[src/rtl/tsup_pkg.sv]
package tsup_pkg;
    typedef enum logic [2:0] {
        ST_SETTLE = 3'd0,
        ST_CAL    = 3'd1,
        ST_SLEEP  = 3'd2,
        ST_RUN    = 3'd3,
        ST_REINIT = 3'd4
    } tsup_state_e;
endpackage

[src/rtl/tsup_sat_cnt.sv]
module tsup_sat_cnt #(
    parameter int MAX = 15
) (
    input  logic clk,
    input  logic rst_n,
    input  logic clr,
    input  logic inc,
    output logic at_max
);
    localparam int W = (MAX < 1) ? 1 : $clog2(MAX + 1);
    localparam logic [W-1:0] LIMIT = W'(MAX);

    logic [W-1:0] count;

    always_ff @(posedge clk or negedge rst_n) begin
        if (!rst_n) begin
            count <= '0;
        end else if (clr) begin
            count <= '0;
        end else if (inc && count != LIMIT) begin
            count <= count + 1'b1;
        end
    end

    assign at_max = (count == LIMIT);
endmodule

[src/rtl/tsup_wake_sched.sv]
module tsup_wake_sched #(
    parameter int SLOW_PERIOD = 125,
    parameter int FAST_PERIOD = 16,
    parameter int LONG_WIN    = 4,
    parameter int SHORT_WIN   = 2
) (
    input  logic clk,
    input  logic rst_n,
    input  logic active,
    input  logic tick,
    input  logic opt_fast,
    input  logic opt_short,
    output logic window
);
    localparam int MAXP = (SLOW_PERIOD > FAST_PERIOD) ? SLOW_PERIOD : FAST_PERIOD;
    localparam int PW   = $clog2(MAXP + 1);

    logic [PW-1:0] phase;
    logic [PW-1:0] last;
    logic [PW-1:0] win_len;

    assign last    = opt_fast  ? PW'(FAST_PERIOD - 1) : PW'(SLOW_PERIOD - 1);
    assign win_len = opt_short ? PW'(SHORT_WIN)       : PW'(LONG_WIN);

    always_ff @(posedge clk or negedge rst_n) begin
        if (!rst_n) begin
            phase <= '0;
        end else if (!active) begin
            phase <= '0;
        end else if (tick) begin
            phase <= (phase >= last) ? '0 : phase + 1'b1;
        end
    end

    assign window = active && (phase < win_len);
endmodule

[src/rtl/tsup_dv_pulse.sv]
module tsup_dv_pulse #(
    parameter int PULSE_CYC = 93
) (
    input  logic clk,
    input  logic rst_n,
    input  logic trig,
    input  logic pol_low,
    output logic busy,
    output logic level
);
    localparam int CW = $clog2(PULSE_CYC + 1);
    localparam logic [CW-1:0] LOAD = CW'(PULSE_CYC);

    logic [CW-1:0] remain;

    always_ff @(posedge clk or negedge rst_n) begin
        if (!rst_n) begin
            remain <= '0;
        end else if (trig) begin
            remain <= LOAD;
        end else if (remain != '0) begin
            remain <= remain - 1'b1;
        end
    end

    assign busy  = (remain != '0);
    assign level = busy ^ pol_low;
endmodule

[src/rtl/touch_timing_sup.sv]
module touch_timing_sup
    import tsup_pkg::*;
#(
    parameter int NKEYS        = 16,
    parameter int SETTLE_TICKS = 500,
    parameter int IDLE_TICKS   = 4000,
    parameter int KEYON_TICKS  = 80000,
    parameter int SLOW_PERIOD  = 125,
    parameter int FAST_PERIOD  = 16,
    parameter int LONG_WIN     = 4,
    parameter int SHORT_WIN    = 2,
    parameter int CLK_KHZ      = 1000,
    parameter int DV_NS        = 93000
) (
    input  logic             clk,
    input  logic             rst_n,
    input  logic             tick,
    input  logic             opt_fast_wake,
    input  logic             opt_short_win,
    input  logic             opt_keyon_en,
    input  logic             opt_dv_pol,
    input  logic [NKEYS-1:0] keys,
    input  logic             key_chg,
    output logic             sample_en,
    output logic             cal_req,
    output logic             reinit_req,
    output logic             dv_pin
);
    localparam int DV_RAW = (CLK_KHZ * DV_NS) / 1000000;
    localparam int DV_CYC = (DV_RAW < 1) ? 1 : DV_RAW;

    tsup_state_e st, nxt;

    logic keys_any;
    logic settle_done, idle_full, keyon_full;
    logic idle_done, keyon_done;
    logic in_sleep, in_run, awake;
    logic window, dv_active, dv_trig;

    assign keys_any = |keys;
    assign in_sleep = (st == ST_SLEEP);
    assign in_run   = (st == ST_RUN);
    assign awake    = in_sleep || in_run;

    tsup_sat_cnt #(.MAX(SETTLE_TICKS - 1)) u_settle (
        .clk(clk), .rst_n(rst_n),
        .clr(st != ST_SETTLE), .inc(tick), .at_max(settle_done)
    );

    tsup_sat_cnt #(.MAX(IDLE_TICKS - 1)) u_idle (
        .clk(clk), .rst_n(rst_n),
        .clr(!awake || keys_any), .inc(tick), .at_max(idle_full)
    );

    tsup_sat_cnt #(.MAX(KEYON_TICKS - 1)) u_keyon (
        .clk(clk), .rst_n(rst_n),
        .clr(!in_run || !keys_any), .inc(tick), .at_max(keyon_full)
    );

    tsup_wake_sched #(
        .SLOW_PERIOD(SLOW_PERIOD), .FAST_PERIOD(FAST_PERIOD),
        .LONG_WIN(LONG_WIN), .SHORT_WIN(SHORT_WIN)
    ) u_wake (
        .clk(clk), .rst_n(rst_n), .active(in_sleep), .tick(tick),
        .opt_fast(opt_fast_wake), .opt_short(opt_short_win), .window(window)
    );

    assign dv_trig = key_chg && awake;

    tsup_dv_pulse #(.PULSE_CYC(DV_CYC)) u_dv (
        .clk(clk), .rst_n(rst_n), .trig(dv_trig), .pol_low(opt_dv_pol),
        .busy(dv_active), .level(dv_pin)
    );

    assign idle_done  = tick && !keys_any && idle_full;
    assign keyon_done = opt_keyon_en && tick && keys_any && keyon_full;

    // State register
    always_ff @(posedge clk or negedge rst_n) begin
        if (!rst_n) begin
            st <= ST_SETTLE;
        end else begin
            st <= nxt;
        end
    end

    // Next-state decode
    always_comb begin
        nxt = st;
        unique case (st)
            ST_SETTLE: if (tick && settle_done) nxt = ST_CAL;
            ST_CAL:    nxt = ST_SLEEP;
            ST_SLEEP: begin
                if (keys_any)       nxt = ST_RUN;
                else if (idle_done) nxt = ST_CAL;
            end
            ST_RUN: begin
                if (keyon_done)     nxt = ST_REINIT;
                else if (idle_done) nxt = ST_CAL;
            end
            ST_REINIT: nxt = ST_SETTLE;
            default:   nxt = ST_SETTLE;
        endcase
    end

    // Outputs
    always_comb begin
        cal_req    = 1'b0;
        reinit_req = 1'b0;
        sample_en  = 1'b0;
        unique case (st)
            ST_SETTLE: ;
            ST_CAL:    cal_req = 1'b1;
            ST_SLEEP:  sample_en = window;
            ST_RUN:    sample_en = 1'b1;
            ST_REINIT: reinit_req = 1'b1;
            default:   ;
        endcase
    end
endmodule

[config.mk]
export PLATFORM = sky130hd
export DESIGN_NAME = touch_timing_sup
export DESIGN_NICKNAME = d
export VERILOG_FILES = /design/src/rtl/tsup_pkg.sv /design/src/rtl/tsup_sat_cnt.sv /design/src/rtl/tsup_wake_sched.sv /design/src/rtl/tsup_dv_pulse.sv /design/src/rtl/touch_timing_sup.sv
export SDC_FILE = /design/constraint.sdc
export NUM_CORES = 1
export LEC_CHECK = 0
export ABC_AREA = 0
export BUFFER_PORTS_ARGS = -buffer_cell sky130_fd_sc_hd__buf_2
export CAP_MARGIN = 10
export CORE_UTILIZATION = 60
export DETAILED_ROUTE_END_ITERATION = 8
export GPL_TIMING_DRIVEN = 0
export PLACE_DENSITY = 0.8
export REMOVE_ABC_BUFFERS = 1
export SLEW_MARGIN = 10
export SYNTH_ARGS = -nofsm -noshare
export SYNTH_HDL_FRONTEND = slang
export SYNTH_SLANG_ARGS = --single-unit
[constraint.sdc]
create_clock -name clk -period 2.22 [get_ports clk]
set_input_delay 0.111 -clock clk [delete_from_list [all_inputs] [get_ports clk]]
set_output_delay 0.111 -clock clk [all_outputs]
set_load 0.05 [all_outputs]
==> results.sh, run 1 <==
export IMPL_status="finished, final reports clean"
export IMPL_timing_rr_start="u_keyon.count[0]"
export IMPL_row_count=26
export IMPL_crit_type="reg2out"
export IMPL_rsz0062_at_grt="false"
export IMPL_fin_skew_ns=0.01002
export IMPL_cp_required_ns=2.11
export IMPL_area_growth_pct=10.14
export IMPL_io_pins=28
export IMPL_start_util_pct=62.54
export IMPL_io_buffers=27
export IMPL_ys_ff_latch=55
export IMPL_clock_root_buffer="clkbuf_8"
export IMPL_tns_ns=0
export IMPL_grt_use_total_pct=23.71
export IMPL_fin_cells=441
export IMPL_grt_pass1_wl_mm=10.20
export IMPL_ys_flop_type="dfrtp_1"
export IMPL_clock_sinks=55
export IMPL_drc=0
export IMPL_final_max_slew_viol_count=0
export IMPL_clock_fmax_mhz=482.3
export IMPL_core_sq_mm=0.005107
export IMPL_hold_viol=0
export IMPL_die_area_sq_mm=0.005620
export IMPL_fin_crit_ns=2.074
export IMPL_nets=406
export IMPL_synth_cells=345
export IMPL_start_kind="flip-flop"
export IMPL_drv_cap=0
export IMPL_crit_path_start="u_dv.remain[4]"
export IMPL_gp_congestion=0.8193
export IMPL_wirelength_mm=6.096
export IMPL_p_leak_nw=1.476
export IMPL_cts_inserted_buffers=5
export IMPL_ctsLongestPathBuffers=2
export IMPL_layout_common_cells="dfrtp_1 (55), nor2_1 (30), nand2_1 (25), buf_2 (25), a21oi_1 (24)"
export IMPL_n_antenna_cell=0
export IMPL_clkTransAtPathRegs_ns=0.10
export IMPL_antenna_found_initial=0
export IMPL_die_h_microns=74.97
export IMPL_die_x_microns=74.97
export IMPL_avgSynthCellArea_sq_um=9.259
export IMPL_dr_pass1_iters=4
export IMPL_crit_fanout=6
export IMPL_num_vias=2656
export IMPL_worst_pin_slew_ns=0.7258
export IMPL_via_per_inst=6.023
export IMPL_insertion_delay_ns=0.31
export IMPL_p_per_area_mw_per_mm2=581.1
export IMPL_tritoncts="yes"
export IMPL_worstHoldStart="opt_keyon_en"
export IMPL_finalPower_w=0.002045
export IMPL_overflow=0
export IMPL_crit_path_end_kind="output pin"
export IMPL_drt_iter0_drc=145
export IMPL_slew_headroom_pct=50.98
export IMPL_dpl_hpwl_mm=4.285
export IMPL_hold_path_class="in2reg"
export IMPL_fin_crit_sh_pct=93.40
export IMPL_arrival_ns=1.96
export IMPL_yosys_warnings=0
export IMPL_htreeDepth=2
export IMPL_routedWlPerCell_microns=13.82
export IMPL_ant_nets=0
export IMPL_layout_drive_gt1_share_pct=12.94
export IMPL_ys_types=61
export IMPL_final_common_cell="dfrtp_1"
export IMPL_setup_viol=0
export IMPL_first_global_vias=2335
export IMPL_synth_area_sq_mm=0.003194
export IMPL_synth_edf_count=0
export IMPL_async_reset_ff_share_pct=100.0
export IMPL_synth_seq_area_share_pct=43.09
export IMPL_placed_cells=431
export IMPL_grt_max_degree=56
export IMPL_vdd_drop_max_v=0.0005131
[power breakdown]
part	internal [W]	total, W	switching (W)
sequential	0.00106	0.00113	0.0000725
clock	0.000365	0.000683	0.000318
combinational	0.0000979	0.000230	0.000132
[worst max-delay path, cell delays in order (launching register included)]
cell	delay, ns
dfrtp_1	0.43
or4_4	0.56
or2_4	0.30
xor2_1	0.14
buf_4	0.22
[registers in the layout (all words and copies together), names as in the netlist]
signal and cells:
u_wake.phase 7, u_settle.count 9, u_keyon.count 17, st 3
u_idle.count 12, u_dv.remain 7
[cell type report]
cell class	count	area, sq um
well taps	70	87.58
multi-input cells	267	1732
inverters	12	45.04
repair buffers	29	160.2
fillers	424	1589
clock buffers	6	82.58
flip-flops and latches	55	1376
clock inverters	2	35.03
[synth_stat cells, drive strengths merged, types with 6 or more instances]
master	n	area share, %
buf	6	1.1
o21ai	16	2.5
dfrtp	55	43
nand3	17	2.7
nor4	11	2.4
inv	12	1.4
a21oi	24	3.8
ha	12	4.7
or3	9	1.8
nor2	30	3.5
nand4	15	2.9
o31ai	6	1.4
xnor2	10	2.7
nor3	15	2.5
xor2	11	3.0
nand2	25	2.9
and3	11	2.2
[metrics by stage]
| step | util [%] | setup slack, ns | hold slack (ns) | cell area, sq um |
|---|---|---|---|---|
| floorplan | - | 0.05115 | -0.1846 | 3138 |
| global placement | 65.80 | 0.1284 | 0.3204 | 3361 |
| detailed placement | 65.80 | 0.1167 | 0.3287 | 3361 |
| CTS | 68.35 | 0.04533 | 0.04405 | 3491 |
| global route | 68.89 | 0.07733 | 0.04783 | 3518 |
| finish | 68.89 | 0.1465 | 0.04775 | 3518 |
[layer usage]
layer | vias to the layer above | wire length (microns) | GRT usage (%)
li1 | 1322 | - | -
met1 | 1291 | 2894 | 30.92
met2 | 35 | 2937 | 39.44
met3 | 8 | 169 | 4.284
met4 | 0 | 94 | 9.224
met5 | - | 0 | 0
[path summary, 6_finish.rpt]
path	end	slack, ns	cells after the start
worst max-delay path	dv_pin	0.15	4
worst min-delay path	st[2]	0.05	3
worst max register to register	u_keyon.count[16]	0.26	5
worst min register to register	u_dv.remain[6]	0.48	1
max in group asynchronous	u_keyon.count[1]	1.40	2
min in group asynchronous	u_dv.remain[6]	0.36	2
[repair_timing]
| action | CTS | global route |
|---|---|---|
| buffers inserted | 0 | 0 |
| pin swaps | 0 | 0 |
| hold buffers | 1 | 1 |
| resized for setup | 1 | 2 |
| setup endpoints to repair | 1 | 2 |
| endpoints found under the hold margin | 1 | 55 |
[logic make-up (layout without fill, tap and decap cells)]
group | after synthesis | after routing | share of synthesized area (%)
and+or+nand+nor | 166 | 166 | 29.50
AOI/OAI and AO/OA | 66 | 66 | 13.16
DFF | 55 | 55 | 43.09
buffers and inverters | 23 | 49 | 3.173
xor gates and xnor gates | 21 | 21 | 5.758
adders and majority gates | 12 | 12 | 4.700
muxes | 2 | 2 | 0.6267
No activity file was read; power rests on OpenSTA's default activity.
==> run 2: changes to the inputs <==
--- a/config.mk
+++ b/config.mk
@@ -9,8 +9,8 @@
 export BUFFER_PORTS_ARGS = -buffer_cell sky130_fd_sc_hd__buf_2
 export CAP_MARGIN = 10
 export CORE_UTILIZATION = 60
+export CTS_CLUSTER_SIZE = 20
 export DETAILED_ROUTE_END_ITERATION = 8
-export GPL_TIMING_DRIVEN = 0
 export PLACE_DENSITY = 0.8
 export REMOVE_ABC_BUFFERS = 1
 export SLEW_MARGIN = 10
==> results.sh, run 2 (same netlist as run 1, synthesis figures left out) <==
export IMPL_status="finished, final reports clean"
export IMPL_start_util_pct=62.54
export IMPL_via_per_inst=5.982
export IMPL_grt_pass1_wl_mm=10.57
export IMPL_postLayoutCellArea_sq_mm=0.003538
export IMPL_reg_top3="u_keyon.count (17), u_idle.count (12), u_settle.count (9)"
export IMPL_die_x_microns=74.97
export IMPL_die_area_sq_mm=0.005620
export IMPL_final_max_slew_viol_count=0
export IMPL_area_growth_pct=10.77
export IMPL_fillers=429
export IMPL_n_antenna_cell=0
export IMPL_drt_iter0_drc=150
export IMPL_num_vias=2668
export IMPL_path_cells="or4_4 > or2_2 > xor2_1 > clkbuf_4"
export IMPL_clockPowerShare_pct=33.3
export IMPL_placed_cells=436
export IMPL_largest_reg_flops=17
export IMPL_antenna_found_initial=0
export IMPL_drc=0
export IMPL_routedWlPerCell_microns=14.14
export IMPL_worst_pin_slew_ns=0.8463
export IMPL_power_frac_comb_pct=11.5
export IMPL_r2r_cells=5
export IMPL_insertion_delay_ns=0.31
export IMPL_grt_max_degree=40
export IMPL_cp_required_ns=2.11
export IMPL_io_buffers=27
export IMPL_drv_cap=0
export IMPL_row_count=26
export IMPL_fin_crit_sh_pct=97.45
export IMPL_postLayoutCoreUtil_pct=69.28
export IMPL_cp_slowest_cell="or4_4"
export IMPL_hold_path_class="in2reg"
export IMPL_r2r_slack_ns=0.32
export IMPL_clkTransAtPathRegs_ns=0.09
export IMPL_gp_congestion=0.9367
export IMPL_layout_common_cells="dfrtp_1 (55), nor2_1 (30), buf_2 (26), nand2_1 (25), a21oi_1 (24)"
export IMPL_fin_cells=446
export IMPL_crit_type="reg2out"
export IMPL_sw_frac_of_total_pct=25.76
export IMPL_place_area_sq_mm=0.003398
export IMPL_fin_crit_ns=2.163
export IMPL_dp_slack_ns=0.3469
export IMPL_crit_fanout=6
export IMPL_finalWorstSetupSlack_ns=0.05663
export IMPL_final_common_cell="dfrtp_1"
export IMPL_htreeDepth=2
export IMPL_fin_skew_ns=0.009978
export IMPL_tritoncts="yes"
export IMPL_grt_use_total_pct=24.78
export IMPL_overflow=0
export IMPL_ctsLongestPathBuffers=2
export IMPL_clock_fmax_mhz=462.2
export IMPL_nets=411
export IMPL_clock_root_buffer="clkbuf_8"
export IMPL_finalPower_w=0.002055
export IMPL_io_pins=28
export IMPL_p_leak_nw=1.498
export IMPL_hold_depth=3
export IMPL_p_sw_w=0.0005294
export IMPL_cp_slowest_stage_delay_ns=0.55
export IMPL_seq_power_share_pct=55.2
export IMPL_dr_pass1_iters=4
export IMPL_wirelength_mm=6.306
export IMPL_crit_path_end_kind="output pin"
export IMPL_start_kind="flip-flop"
export IMPL_vdd_drop_max_v=0.0004618
export IMPL_die_h_microns=74.97
export IMPL_ant_nets=0
export IMPL_cts_inserted_buffers=5
export IMPL_hold_viol=0
export IMPL_p_per_area_mw_per_mm2=580.8
export IMPL_clock_sinks=55
export IMPL_layout_drive_gt1_share_pct=14.10
export IMPL_arrival_ns=2.05
export IMPL_dpl_hpwl_mm=4.575
export IMPL_slew_headroom_pct=43.58
export IMPL_setup_viol=0
export IMPL_p_int_w=0.001526
export IMPL_regMostFlops="u_keyon.count"
export IMPL_core_sq_mm=0.005107
export IMPL_first_global_vias=2436
## run 2: cell count changes in the layout (fill, tap and decap cells not counted), sizes merged
cell,change
buf,+4
clkbuf,+1
## run 2: metal layers
metal	vias up	share of wire, %	track usage, %
li1	1336	-	-
met1	1292	47	32.81
met2	34	49	41.04
met3	6	2.7	4.284
met4	0	1.5	9.224
met5	-	0	0
## run 2: area by class of cell
class | instances | area [sq um] | area share (%)
clock buffer | 6 | 82.58 | 2.334
clock inverter | 2 | 35.03 | 0.9901
inverter | 12 | 45.04 | 1.273
multi-input combinational | 267 | 1717 | 48.52
sequential | 55 | 1376 | 38.90
tap | 70 | 87.58 | 2.475
timing repair buffer | 34 | 195.2 | 5.516
## run 2: repair_timing
item,in CTS,in global routing
buffers inserted,0,0
endpoints found under the setup margin,0,1
resized for setup,0,1
hold endpoints to repair,38,0
hold buffers,2,0
## run 2: power groups by stage
stage	Sequential (W)	Combinational, W	Clock, W
floorplan	0.00113	0.000152	0
global placement	0.00115	0.000225	0
detailed placement	0.00115	0.000234	0
CTS	0.00113	0.000239	0.000701
global route	0.00114	0.000270	0.000734
finish	0.00113	0.000236	0.000684
## run 2: worst max-delay path: cells and delay by family (launching register included)
kind / cells / cell delay (ns)
xor gates and xnor gates: 1 / 0.15
buffers and inverters: 1 / 0.24
DFF: 1 / 0.43
and+or+nand+nor: 2 / 0.93
## run 2: through the flow
step / TNS [ns] / hold slack, ns
floorplan: 0 / -0.1846
global placement: 0 / 0.2606
detailed placement: 0 / 0.2718
CTS: 0 / 0.04693
global route: -0.003241 / 0.06112
finish: 0 / 0.06213
## run 2: worst paths after layout
check / start / end
worst max-delay path: u_dv.remain[4] / dv_pin
worst min-delay path: opt_keyon_en / st[2]
worst max register to register: u_keyon.count[0] / u_keyon.count[16]
worst min register to register: u_dv.remain[6] / u_dv.remain[6]
max in group asynchronous: rst_n / u_idle.count[4]
min in group asynchronous: rst_n / u_dv.remain[0]
